## src/rtl/bdd_pkg.sv

```systemverilog
package bdd_pkg;

   // Position of a sample inside one IF period sampled four times.
   typedef enum logic [1:0] {
      PH_I  = 2'd0,
      PH_Q  = 2'd1,
      PH_NI = 2'd2,
      PH_NQ = 2'd3
   } quad_ph_e;

   // Width needed so that power times the larger ratio term cannot overflow.
   function automatic int cmp_width(input int pwr_w, input int num, input int den);
      int big;
      big = (num > den) ? num : den;
      return pwr_w + $clog2(big + 1);
   endfunction

endpackage

```

## src/rtl/bdd_phase_seq.sv

```systemverilog
module bdd_phase_seq
   import bdd_pkg::*;
(
   input  logic     clk,
   input  logic     rst_n,
   input  logic     restart,
   output quad_ph_e phase
);

   quad_ph_e ph_q;

   // A restart forces the present sample to phase 0.
   assign phase = restart ? PH_I : ph_q;

   always_ff @(posedge clk or negedge rst_n) begin
      if (!rst_n) begin
         ph_q <= PH_I;
      end else begin
         ph_q <= quad_ph_e'(phase + 2'd1);
      end
   end

endmodule

```

## src/rtl/bdd_quad_demod.sv

```systemverilog
module bdd_quad_demod
   import bdd_pkg::*;
#(
   parameter int SMP_W = 14
)(
   input  logic                    clk,
   input  logic                    rst_n,
   input  quad_ph_e                phase,
   input  logic signed [SMP_W-1:0] smp,
   input  logic                    win,
   output logic                    out_valid,
   output logic signed [SMP_W:0]   out_i,
   output logic signed [SMP_W:0]   out_q,
   output logic                    out_win
);

   logic signed [SMP_W:0] s_pos;
   logic signed [SMP_W:0] s_neg;
   logic signed [SMP_W:0] held;
   logic                  held_win;

   // One extra bit so that negating the most negative code stays exact.
   assign s_pos = {smp[SMP_W-1], smp};
   assign s_neg = -s_pos;

   always_ff @(posedge clk or negedge rst_n) begin
      if (!rst_n) begin
         held      <= '0;
         held_win  <= 1'b0;
         out_valid <= 1'b0;
         out_i     <= '0;
         out_q     <= '0;
         out_win   <= 1'b0;
      end else begin
         out_valid <= 1'b0;
         unique case (phase)
            PH_I: begin
               held     <= s_pos;
               held_win <= win;
            end
            PH_NI: begin
               held     <= s_neg;
               held_win <= win;
            end
            PH_Q: begin
               out_i     <= held;
               out_q     <= s_pos;
               out_win   <= held_win & win;
               out_valid <= 1'b1;
            end
            PH_NQ: begin
               out_i     <= held;
               out_q     <= s_neg;
               out_win   <= held_win & win;
               out_valid <= 1'b1;
            end
            default: ;
         endcase
      end
   end

endmodule

```

## src/rtl/bdd_power.sv

```systemverilog
module bdd_power #(
   parameter int IN_W  = 15,
   parameter int PWR_W = 30
)(
   input  logic                   clk,
   input  logic                   rst_n,
   input  logic                   in_valid,
   input  logic signed [IN_W-1:0] in_i,
   input  logic signed [IN_W-1:0] in_q,
   input  logic                   in_win,
   output logic                   pwr_valid,
   output logic [PWR_W-1:0]       pwr,
   output logic                   pwr_win
);

   logic signed [PWR_W-1:0] i_wide;
   logic signed [PWR_W-1:0] q_wide;
   logic signed [PWR_W-1:0] mag_sq;

   assign i_wide = PWR_W'(in_i);
   assign q_wide = PWR_W'(in_q);
   assign mag_sq = i_wide * i_wide + q_wide * q_wide;

   always_ff @(posedge clk or negedge rst_n) begin
      if (!rst_n) begin
         pwr_valid <= 1'b0;
         pwr       <= '0;
         pwr_win   <= 1'b0;
      end else begin
         pwr_valid <= in_valid;
         pwr_win   <= in_win;
         if (in_valid) begin
            pwr <= $unsigned(mag_sq);
         end
      end
   end

endmodule

```

## src/rtl/bdd_trip_ctl.sv

```systemverilog
module bdd_trip_ctl
   import bdd_pkg::*;
#(
   parameter int PWR_W     = 30,
   parameter int HOLD_W    = 24,
   parameter int RATIO_NUM = 23,
   parameter int RATIO_DEN = 10000
)(
   input  logic              clk,
   input  logic              rst_n,
   input  logic              pulse_start,
   input  logic              pwr_valid,
   input  logic              pwr_win,
   input  logic [PWR_W-1:0]  fwd_pwr,
   input  logic [PWR_W-1:0]  refl_pwr,
   input  logic [HOLD_W-1:0] hold_ticks,
   output logic              bd_event,
   output logic              rf_inhibit
);

   localparam int CMP_W = cmp_width(PWR_W, RATIO_NUM, RATIO_DEN);

   logic [CMP_W-1:0]  refl_scaled;
   logic [CMP_W-1:0]  fwd_scaled;
   logic              trip;
   logic              seen_in_pulse;
   logic [HOLD_W-1:0] hold_cnt;

   // Ratio test by cross-multiplication: refl/fwd > NUM/DEN.
   assign refl_scaled = CMP_W'(refl_pwr) * CMP_W'(RATIO_DEN);
   assign fwd_scaled  = CMP_W'(fwd_pwr) * CMP_W'(RATIO_NUM);
   assign trip        = pwr_valid & pwr_win & (refl_scaled > fwd_scaled);

   always_ff @(posedge clk or negedge rst_n) begin
      if (!rst_n) begin
         bd_event      <= 1'b0;
         seen_in_pulse <= 1'b0;
         hold_cnt      <= '0;
      end else begin
         bd_event      <= trip & ~seen_in_pulse;
         seen_in_pulse <= pulse_start ? 1'b0 : (seen_in_pulse | trip);
         if (trip) begin
            hold_cnt <= hold_ticks;
         end else if (hold_cnt != '0) begin
            hold_cnt <= hold_cnt - HOLD_W'(1);
         end
      end
   end

   assign rf_inhibit = (hold_cnt != '0);

endmodule

```

## src/rtl/bd_iq_detector.sv

```systemverilog
module bd_iq_detector
   import bdd_pkg::*;
#(
   parameter int SMP_W     = 14,
   parameter int HOLD_W    = 24,
   parameter int RATIO_NUM = 23,
   parameter int RATIO_DEN = 10000
)(
   input  logic                         clk,
   input  logic                         rst_n,
   input  logic                         pulse_start,
   input  logic                         gate,
   input  logic signed [SMP_W-1:0]      fwd_smp,
   input  logic signed [SMP_W-1:0]      refl_smp,
   input  logic [HOLD_W-1:0]            hold_ticks,
   output logic                         iq_valid,
   output logic signed [SMP_W:0]        fwd_i,
   output logic signed [SMP_W:0]        fwd_q,
   output logic signed [SMP_W:0]        refl_i,
   output logic signed [SMP_W:0]        refl_q,
   output logic                         pwr_valid,
   output logic [2*(SMP_W+1)-1:0]       fwd_pwr,
   output logic [2*(SMP_W+1)-1:0]       refl_pwr,
   output logic                         bd_event,
   output logic                         rf_inhibit
);

   localparam int DEM_W = SMP_W + 1;
   localparam int PWR_W = 2 * DEM_W;
   localparam int N_CH  = 2;   // channel 0 forward, channel 1 reflected

   if (SMP_W < 4 || SMP_W > 24) begin : g_bad_smp_w
      $error("bd_iq_detector: SMP_W out of supported range");
   end
   if (HOLD_W < 1) begin : g_bad_hold_w
      $error("bd_iq_detector: HOLD_W must be at least 1");
   end
   if (RATIO_NUM < 1 || RATIO_DEN <= RATIO_NUM) begin : g_bad_ratio
      $error("bd_iq_detector: ratio must be a proper positive fraction");
   end

   quad_ph_e phase;

   logic signed [SMP_W-1:0] ch_smp   [N_CH];
   logic                    ch_iqv   [N_CH];
   logic signed [DEM_W-1:0] ch_i     [N_CH];
   logic signed [DEM_W-1:0] ch_q     [N_CH];
   logic                    ch_iqwin [N_CH];
   logic                    ch_pv    [N_CH];
   logic [PWR_W-1:0]        ch_pwr   [N_CH];
   logic                    ch_pwin  [N_CH];

   assign ch_smp[0] = fwd_smp;
   assign ch_smp[1] = refl_smp;

   bdd_phase_seq u_phase (
      .clk     (clk),
      .rst_n   (rst_n),
      .restart (pulse_start),
      .phase   (phase)
   );

   for (genvar ch = 0; ch < N_CH; ch++) begin : g_ch
      bdd_quad_demod #(
         .SMP_W (SMP_W)
      ) u_demod (
         .clk       (clk),
         .rst_n     (rst_n),
         .phase     (phase),
         .smp       (ch_smp[ch]),
         .win       (gate),
         .out_valid (ch_iqv[ch]),
         .out_i     (ch_i[ch]),
         .out_q     (ch_q[ch]),
         .out_win   (ch_iqwin[ch])
      );

      bdd_power #(
         .IN_W  (DEM_W),
         .PWR_W (PWR_W)
      ) u_power (
         .clk       (clk),
         .rst_n     (rst_n),
         .in_valid  (ch_iqv[ch]),
         .in_i      (ch_i[ch]),
         .in_q      (ch_q[ch]),
         .in_win    (ch_iqwin[ch]),
         .pwr_valid (ch_pv[ch]),
         .pwr       (ch_pwr[ch]),
         .pwr_win   (ch_pwin[ch])
      );
   end

   assign iq_valid  = ch_iqv[0] & ch_iqv[1];
   assign fwd_i     = ch_i[0];
   assign fwd_q     = ch_q[0];
   assign refl_i    = ch_i[1];
   assign refl_q    = ch_q[1];
   assign pwr_valid = ch_pv[0] & ch_pv[1];
   assign fwd_pwr   = ch_pwr[0];
   assign refl_pwr  = ch_pwr[1];

   bdd_trip_ctl #(
      .PWR_W     (PWR_W),
      .HOLD_W    (HOLD_W),
      .RATIO_NUM (RATIO_NUM),
      .RATIO_DEN (RATIO_DEN)
   ) u_trip (
      .clk         (clk),
      .rst_n       (rst_n),
      .pulse_start (pulse_start),
      .pwr_valid   (pwr_valid),
      .pwr_win     (ch_pwin[0] & ch_pwin[1]),
      .fwd_pwr     (fwd_pwr),
      .refl_pwr    (refl_pwr),
      .hold_ticks  (hold_ticks),
      .bd_event    (bd_event),
      .rf_inhibit  (rf_inhibit)
   );

endmodule

```

## config.mk

```make
export PLATFORM = sky130hd
export DESIGN_NAME = bd_iq_detector
export DESIGN_NICKNAME = d
export VERILOG_FILES = /design/src/rtl/bdd_pkg.sv /design/src/rtl/bdd_phase_seq.sv /design/src/rtl/bdd_quad_demod.sv /design/src/rtl/bdd_power.sv /design/src/rtl/bdd_trip_ctl.sv /design/src/rtl/bd_iq_detector.sv
export SDC_FILE = /design/constraint.sdc
export NUM_CORES = 2
export LEC_CHECK = 0
export ABC_AREA = 0
export BUFFER_PORTS_ARGS = -buffer_cell sky130_fd_sc_hd__clkbuf_2
export CAP_MARGIN = 20
export CORE_ASPECT_RATIO = 1.75
export CORE_UTILIZATION = 50
export DETAILED_ROUTE_END_ITERATION = 6
export GPL_TIMING_DRIVEN = 0
export PLACE_DENSITY = 0.67
export SLEW_MARGIN = 40
export SYNTH_ARGS = -nofsm -noshare
export SYNTH_HDL_FRONTEND = slang
export SYNTH_HIERARCHICAL = 1
export SYNTH_SLANG_ARGS = --single-unit
```

## constraint.sdc

```tcl
create_clock -name clk -period 10.2 [get_ports clk]
set_input_delay 2.04 -clock clk [delete_from_list [all_inputs] [get_ports clk]]
set_output_delay 2.04 -clock clk [all_outputs]
set_load 0.05 [all_outputs]
```

# --- Word-level counts from Yosys, hierarchy flattened ---
# Index checks and enable logic that the tools add are counted.
word_totals:
  in_bits: 56
  out_inout_bits: 124
  register_bits: 183
classes:
  reduce_logical: 7
  eq_ne: 3
  order_cmp: 1
  addsub: 6
  n_mux: 9
  bitwise: 6
  multipliers: 6
ops:
  columns: ["cell", "n"]
  rows:
  - ["$mul A15 B15 Y30", 4]
  - ["$pmux W15 S2", 4]
  - ["$add A30 B30 Y30", 2]
  - ["$mux W24", 2]
  - ["$gt A44 B35 Y1", 1]
  - ["$mul A30 B10 Y40 const B", 1]
  - ["$mul A30 B5 Y35 const B", 1]
  - ["$neg A14 Y15", 2]
  - ["$reduce_bool A24 Y1", 1]
  - ["$sub A24 B1 Y24 const B", 1]
  - ["$reduce_bool A2 Y1", 3]
  - ["$and A1 B1 Y1", 4]
  - ["$eq A2 B2 Y1 const B", 2]
  - ["$reduce_or A2 Y1", 2]
  - ["$add A2 B1 Y2 const B", 1]
  - ["$eq A2 B1 Y1 const B", 1]
  - ["$logic_not A2 Y1", 1]
  - ["$mux W1", 2]
  - ["$mux W2", 1]
  - ["$not A1 Y1", 1]
  - ["$or A1 B1 Y1", 1]

# --- Logic depth before layout (Yosys ltp) ---
depth:
  word_depth: 5
  ltp_mapped: 32

# --- Cells and area by module ---
# The synthesis kept the hierarchy.
modules_own_cells:
  columns: ["module", "cells_each", "area_per_inst_um2", "n_inst"]
  rows:
  - ["bdd_power at g_ch[0].u_power", 1653, 16557.1, 1]
  - ["bdd_power at g_ch[1].u_power", 1648, 16392.0, 1]
  - ["bdd_trip_ctl", 1282, 10940.5, 1]
  - ["bdd_quad_demod", 175, 2113.3, 2]
  - ["bdd_phase_seq", 7, 78.8, 1]
  - ["bd_iq_detector", 3, 18.8, 1]

# --- Worst setup path after synthesis ---
# OpenSTA, ideal clock, no wires.
synth_timing:
  path_type: "reg2reg"
  startpoint: "register g_ch[0].u_demod.out_q[14]"
  endpoint: "register g_ch[0].u_power.pwr[29]"
  t_required_ps: 10130
  path_buffers: 1
  path_stages_with_launch: 25
  arrival_ps: 7896
  setup_ps: 70
  slack_ps: 2234
  path_cell_list: "dfrtp_1 > clkbuf_1 > nand2_1 > fa_1 > inv_1 > fa_1 > inv_1 > fa_1 > inv_1 > fa_1 > fa_1 > fa_1 > fa_1 > inv_1 > fa_1 > inv_1 > ha_1 > a21o_1 > a21o_1 > a21o_1 > a31oi_1 > o41a_4 > o21ai_2 > or3b_2 > nand3_1"
synth_via:
  elab_chain_cells: 2
synth_lines:
  columns: ["element", "line_no", "source"]
  rows:
  - ["start: declaration", "bdd_quad_demod.sv:13", "output logic signed [SMP_W:0] out_q,"]
  - ["start signal: assignment", "bdd_quad_demod.sv:47", "out_q <= s_pos;"]
  - ["start signal: assignment", "bdd_quad_demod.sv:53", "out_q <= s_neg;"]
  - ["$mul A15 B15 Y30", "bdd_power.sv:22", "assign mag_sq = i_wide * i_wide + q_wide * q_wide;"]
  - ["$add A30 B30 Y30", "bdd_power.sv:22", null]
  - ["end signal: assignment", "bdd_power.sv:33", "pwr <= $unsigned(mag_sq);"]
  - ["end: declaration", "bdd_power.sv:12", "output logic [PWR_W-1:0] pwr,"]
# No other way between the ends.
# A chain may end at the register's enable or synchronous reset.

# --- Worst setup path in the final report ---
layout_timing:
  startpoint: "register g_ch[0].u_demod.out_q[0]"
  endpoint: "register g_ch[0].u_power.pwr[29]"
# The elaborated chain is that of the path after synthesis.

==> summary.md <==
| Metric | Value |
|---|---|
| Outcome | `completed` |
| Vias in the first global route | `37,600` |
| DRT antenna net count | `0` |
| Initial antenna violation count | `6` |
| Slew Viols, Final | `0` |
| Grt met1 use | `0.277` |
| DR vias | `33,300` |
| Crit path cell chain | `clkbuf_1 -> nand2_1 -> fa_1 -> inv_1 -> fa_1 -> inv_1 -> fa_1 -> inv_1 -> fa_1 -> fa_1 -> fa_1 -> fa_1 -> inv_1 -> fa_1 -> inv_1 -> ha_1 -> a21o_1 -> a21o_1 -> a21o_1 -> a31oi_1 -> o41a_4 -> o21ai_2 -> or3b_2 -> nand3_1` |
| Post-synth EDFFs | `0` |
| Worst-margin pin slew | `0.872 ns` |
| First-pass GRT wire length | `195,000 µm` |
| Final setup TNS | `0 ns` |
| DRT iter0 DRCs | `1,244` |
| DRC violations left | `0` |
| Gr busiest metal | `met2` |
| Met2 Resource Use GR | `0.495` |
| Period utilisation layout | `0.841` |
| Die Height | `413 µm` |
| Sequential-to-total area share from yosys stat | `0.0976` |
| Yosys warning total | `6` |
| Total of max-cap violations | `0` |
| Slowest cell on crit path | `dfrtp_1` |
| H-tree levels | `4` |
| Cts repair resizes | `0` |
| Slew margin rel. | `0.419` |
| # IOs | `180` |
| Yosys reg bits | `188` |
| CTS tree | `done` |
| Cts hold-fix bufs | `0` |
| Die Width | `237 µm` |
| Port Buffers | `179` |
| Cells after Synth | `4,943` |
| Commonest non-fill, non-tap cell in the layout | `inv_1` |
| Clk_skew | `0.0222 ns` |
| Core area | `0.0955 mm²` |
| Most used cell, CP | `fa_1` |
| Share of cells above drive strength 1 | `0.0762` |
| RePlAce Congestion | `0.966` |
| Period minus WS final | `8.57 ns` |
| Area Growth Syn to Fin | `6.51%` |
| CTS Buffer Depth | `2` |
| Largest net degree at the start of global routing | `68` |
| Buffers & Inverters on Critical Path | `6` |
| Clock slew at reported path FFs | `0.08 ns` |
| DR WL/cell | `18.9 µm` |
| CP delay by family, top | `adder cells` |
| Final wirelength | `120,000 µm` |
| Post-synth cell types | `94` |
| Max Freq | `117 MHz` |
| Nature of the critical path endpoint | `flop` |
| CP required | `10.62 ns` |
| Final net count | `6,719` |
| Tot GR Track Use | `0.262` |
| Unrepaired setup endpoints after global routing | `false` |
| # rows | `150` |
| Synthesized area | `0.0482 mm²` |
| Delay of the slowest critical-path stage | `0.82 ns` |
| Final setup violation count | `0` |
| Most frequent cells in the layout | `1,491 x inv_1, 1,040 x fa_1, 479 x ha_1` |
| GR Overflow Total | `0` |
| Die area | `0.0977 mm²` |
| Final Hold Viols | `0` |
| Syn_nets | `6,519` |
| Top_reg_cell synth | `dfrtp_1` |
| Share of flip-flops with an asynchronous set or reset | `1.00` |
| Cts bufs inserted | `17` |
| Dpl hpwl | `105,000 µm` |
| TritonRoute pass-1 iters | `5` |
| Vias per std cell | `5.23` |
| Starting Density | `0.505` |
| CTS sink count | `188` |
| Startpoint types | `flop` |
| Worst-Skew Late Latency | `0.49 ns` |
| Met3 GRT Util | `0.0381` |
| Worst min path class | `flop to flop` |
| Syn Area/Cell | `9.75 µm²` |
| Crit path kind | `flop to flop` |
| Setup Buffers After CTS | `0` |
| Largest fanout on the critical path | `11` |
| Root Buffer Master | `clkbuf_16` |
| CP Data Arrival Time | `8.99 ns` |
cells by family after synthesis:
kind of cell	count (synthesis)	synth area share
buffers and inverters	1601	0.126
adder cells (fa/ha/maj)	1520	0.557
AND/OR/NAND/NOR	869	0.0902
AO/OA/AOI/OAI	444	0.0638
flip-flops	188	0.0976
multiplexers	140	0.0334
XOR/XNOR	181	0.0329
cell usage after synthesis (all sizes together) (7+ instances only):
cell,number,share of area
a21o,54,0.0085
nor4,10,0.0016
o21a,16,0.0025
and3,16,0.0023
a211oi,12,0.0020
or3,13,0.0017
nor2b,53,0.0069
nor2,146,0.011
o41ai,11,0.0036
nand3,29,0.0031
nand4,13,0.0017
o21ai,87,0.0093
inv,1491,0.12
nor3,30,0.0031
o211ai,14,0.0026
mux2,104,0.026
mux2i,36,0.0075
fa,1041,0.43
xor2,60,0.011
xnor2,121,0.022
dfrtp,188,0.098
or2,10,0.0013
buf,14,0.0017
o31ai,15,0.0032
nand2,296,0.023
ha,479,0.12
nand2b,29,0.0038
or4,7,0.0012
a21boi,7,0.0011
and2,199,0.026
clkbuf,96,0.0078
o21bai,16,0.0026
a31oi,13,0.0020
a21oi,151,0.016
sequential cells by signal, summed over array words and instances, names as in the netlist:
name / flops
g_ch.u_power/pwr: 60
g_ch.u_demod/held: 30
g_ch.u_demod/out_i: 30
g_ch.u_demod/out_q: 30
u_trip/hold_cnt: 24
g_ch.u_demod/held_win: 2
g_ch.u_demod/out_valid: 2
g_ch.u_demod/out_win: 2
g_ch.u_power/pwr_valid: 2
g_ch.u_power/pwr_win: 2
u_phase/ph_q: 2
u_trip/bd_event: 1
u_trip/seen_in_pulse: 1
per-layer routing:
metal  vias up  routed length (µm)
li1      15100                   -
met1     17200               42100
met2       712               65600
met3       291                4940
met4        10                7640
met5         -                  63
through the flow:
| step | worst slack (ns) | util | hold slack (ns) | cell area [µm²] | instances |
|---|---|---|---|---|---|
| after floorplan | 2.23 | - | 0.354 | 48200 | 4943 |
| after global placement | 1.45 | 0.530 | 0.361 | 50600 | 6338 |
| after detailed placement | 1.59 | 0.531 | 0.371 | 50700 | 6340 |
| after CTS | 1.55 | 0.537 | 0.392 | 51300 | 6372 |
| after global routing | 1.22 | 0.538 | 0.417 | 51300 | 6373 |
| final | 1.63 | 0.538 | 0.388 | 51400 | 6375 |
area by class of cell:
| cell class | instances | area [µm²] |
|---|---|---|
| Antenna cell | 3 | 7.51 |
| Buffer | 110 | 458 |
| Clock buffer | 17 | 425 |
| Clock inverter | 15 | 220 |
| Fill cell | 8755 | 44200 |
| Inverter | 1491 | 5600 |
| Multi-Input combinational cell | 3154 | 37500 |
| Sequential cell | 188 | 4710 |
| Tap cell | 1216 | 1520 |
| Timing Repair Buffer | 181 | 960 |
path summary, 6_finish.rpt:
check | depth (start not counted) | from | slack (ns) | to
worst min-delay path | 0 | g_ch[1].u_demod/out_win | 0.39 | g_ch[1].u_power/pwr_win
min in group asynchronous | 1 | rst_n | 1.50 | g_ch[0].u_power/pwr[3]
worst min register to register | 0 | g_ch[1].u_demod/out_win | 0.39 | g_ch[1].u_power/pwr_win
max in group asynchronous | 3 | rst_n | 7.57 | g_ch[1].u_demod/out_q[14]
worst max register to register | 24 | g_ch[0].u_demod/out_q[0] | 1.63 | g_ch[0].u_power/pwr[29]
worst max-delay path | 24 | g_ch[0].u_demod/out_q[0] | 1.63 | g_ch[0].u_power/pwr[29]
Power is left out: the tool's default activity adds up to more than one toggle a clock period on the data nets, which glitch-free logic cannot reach.
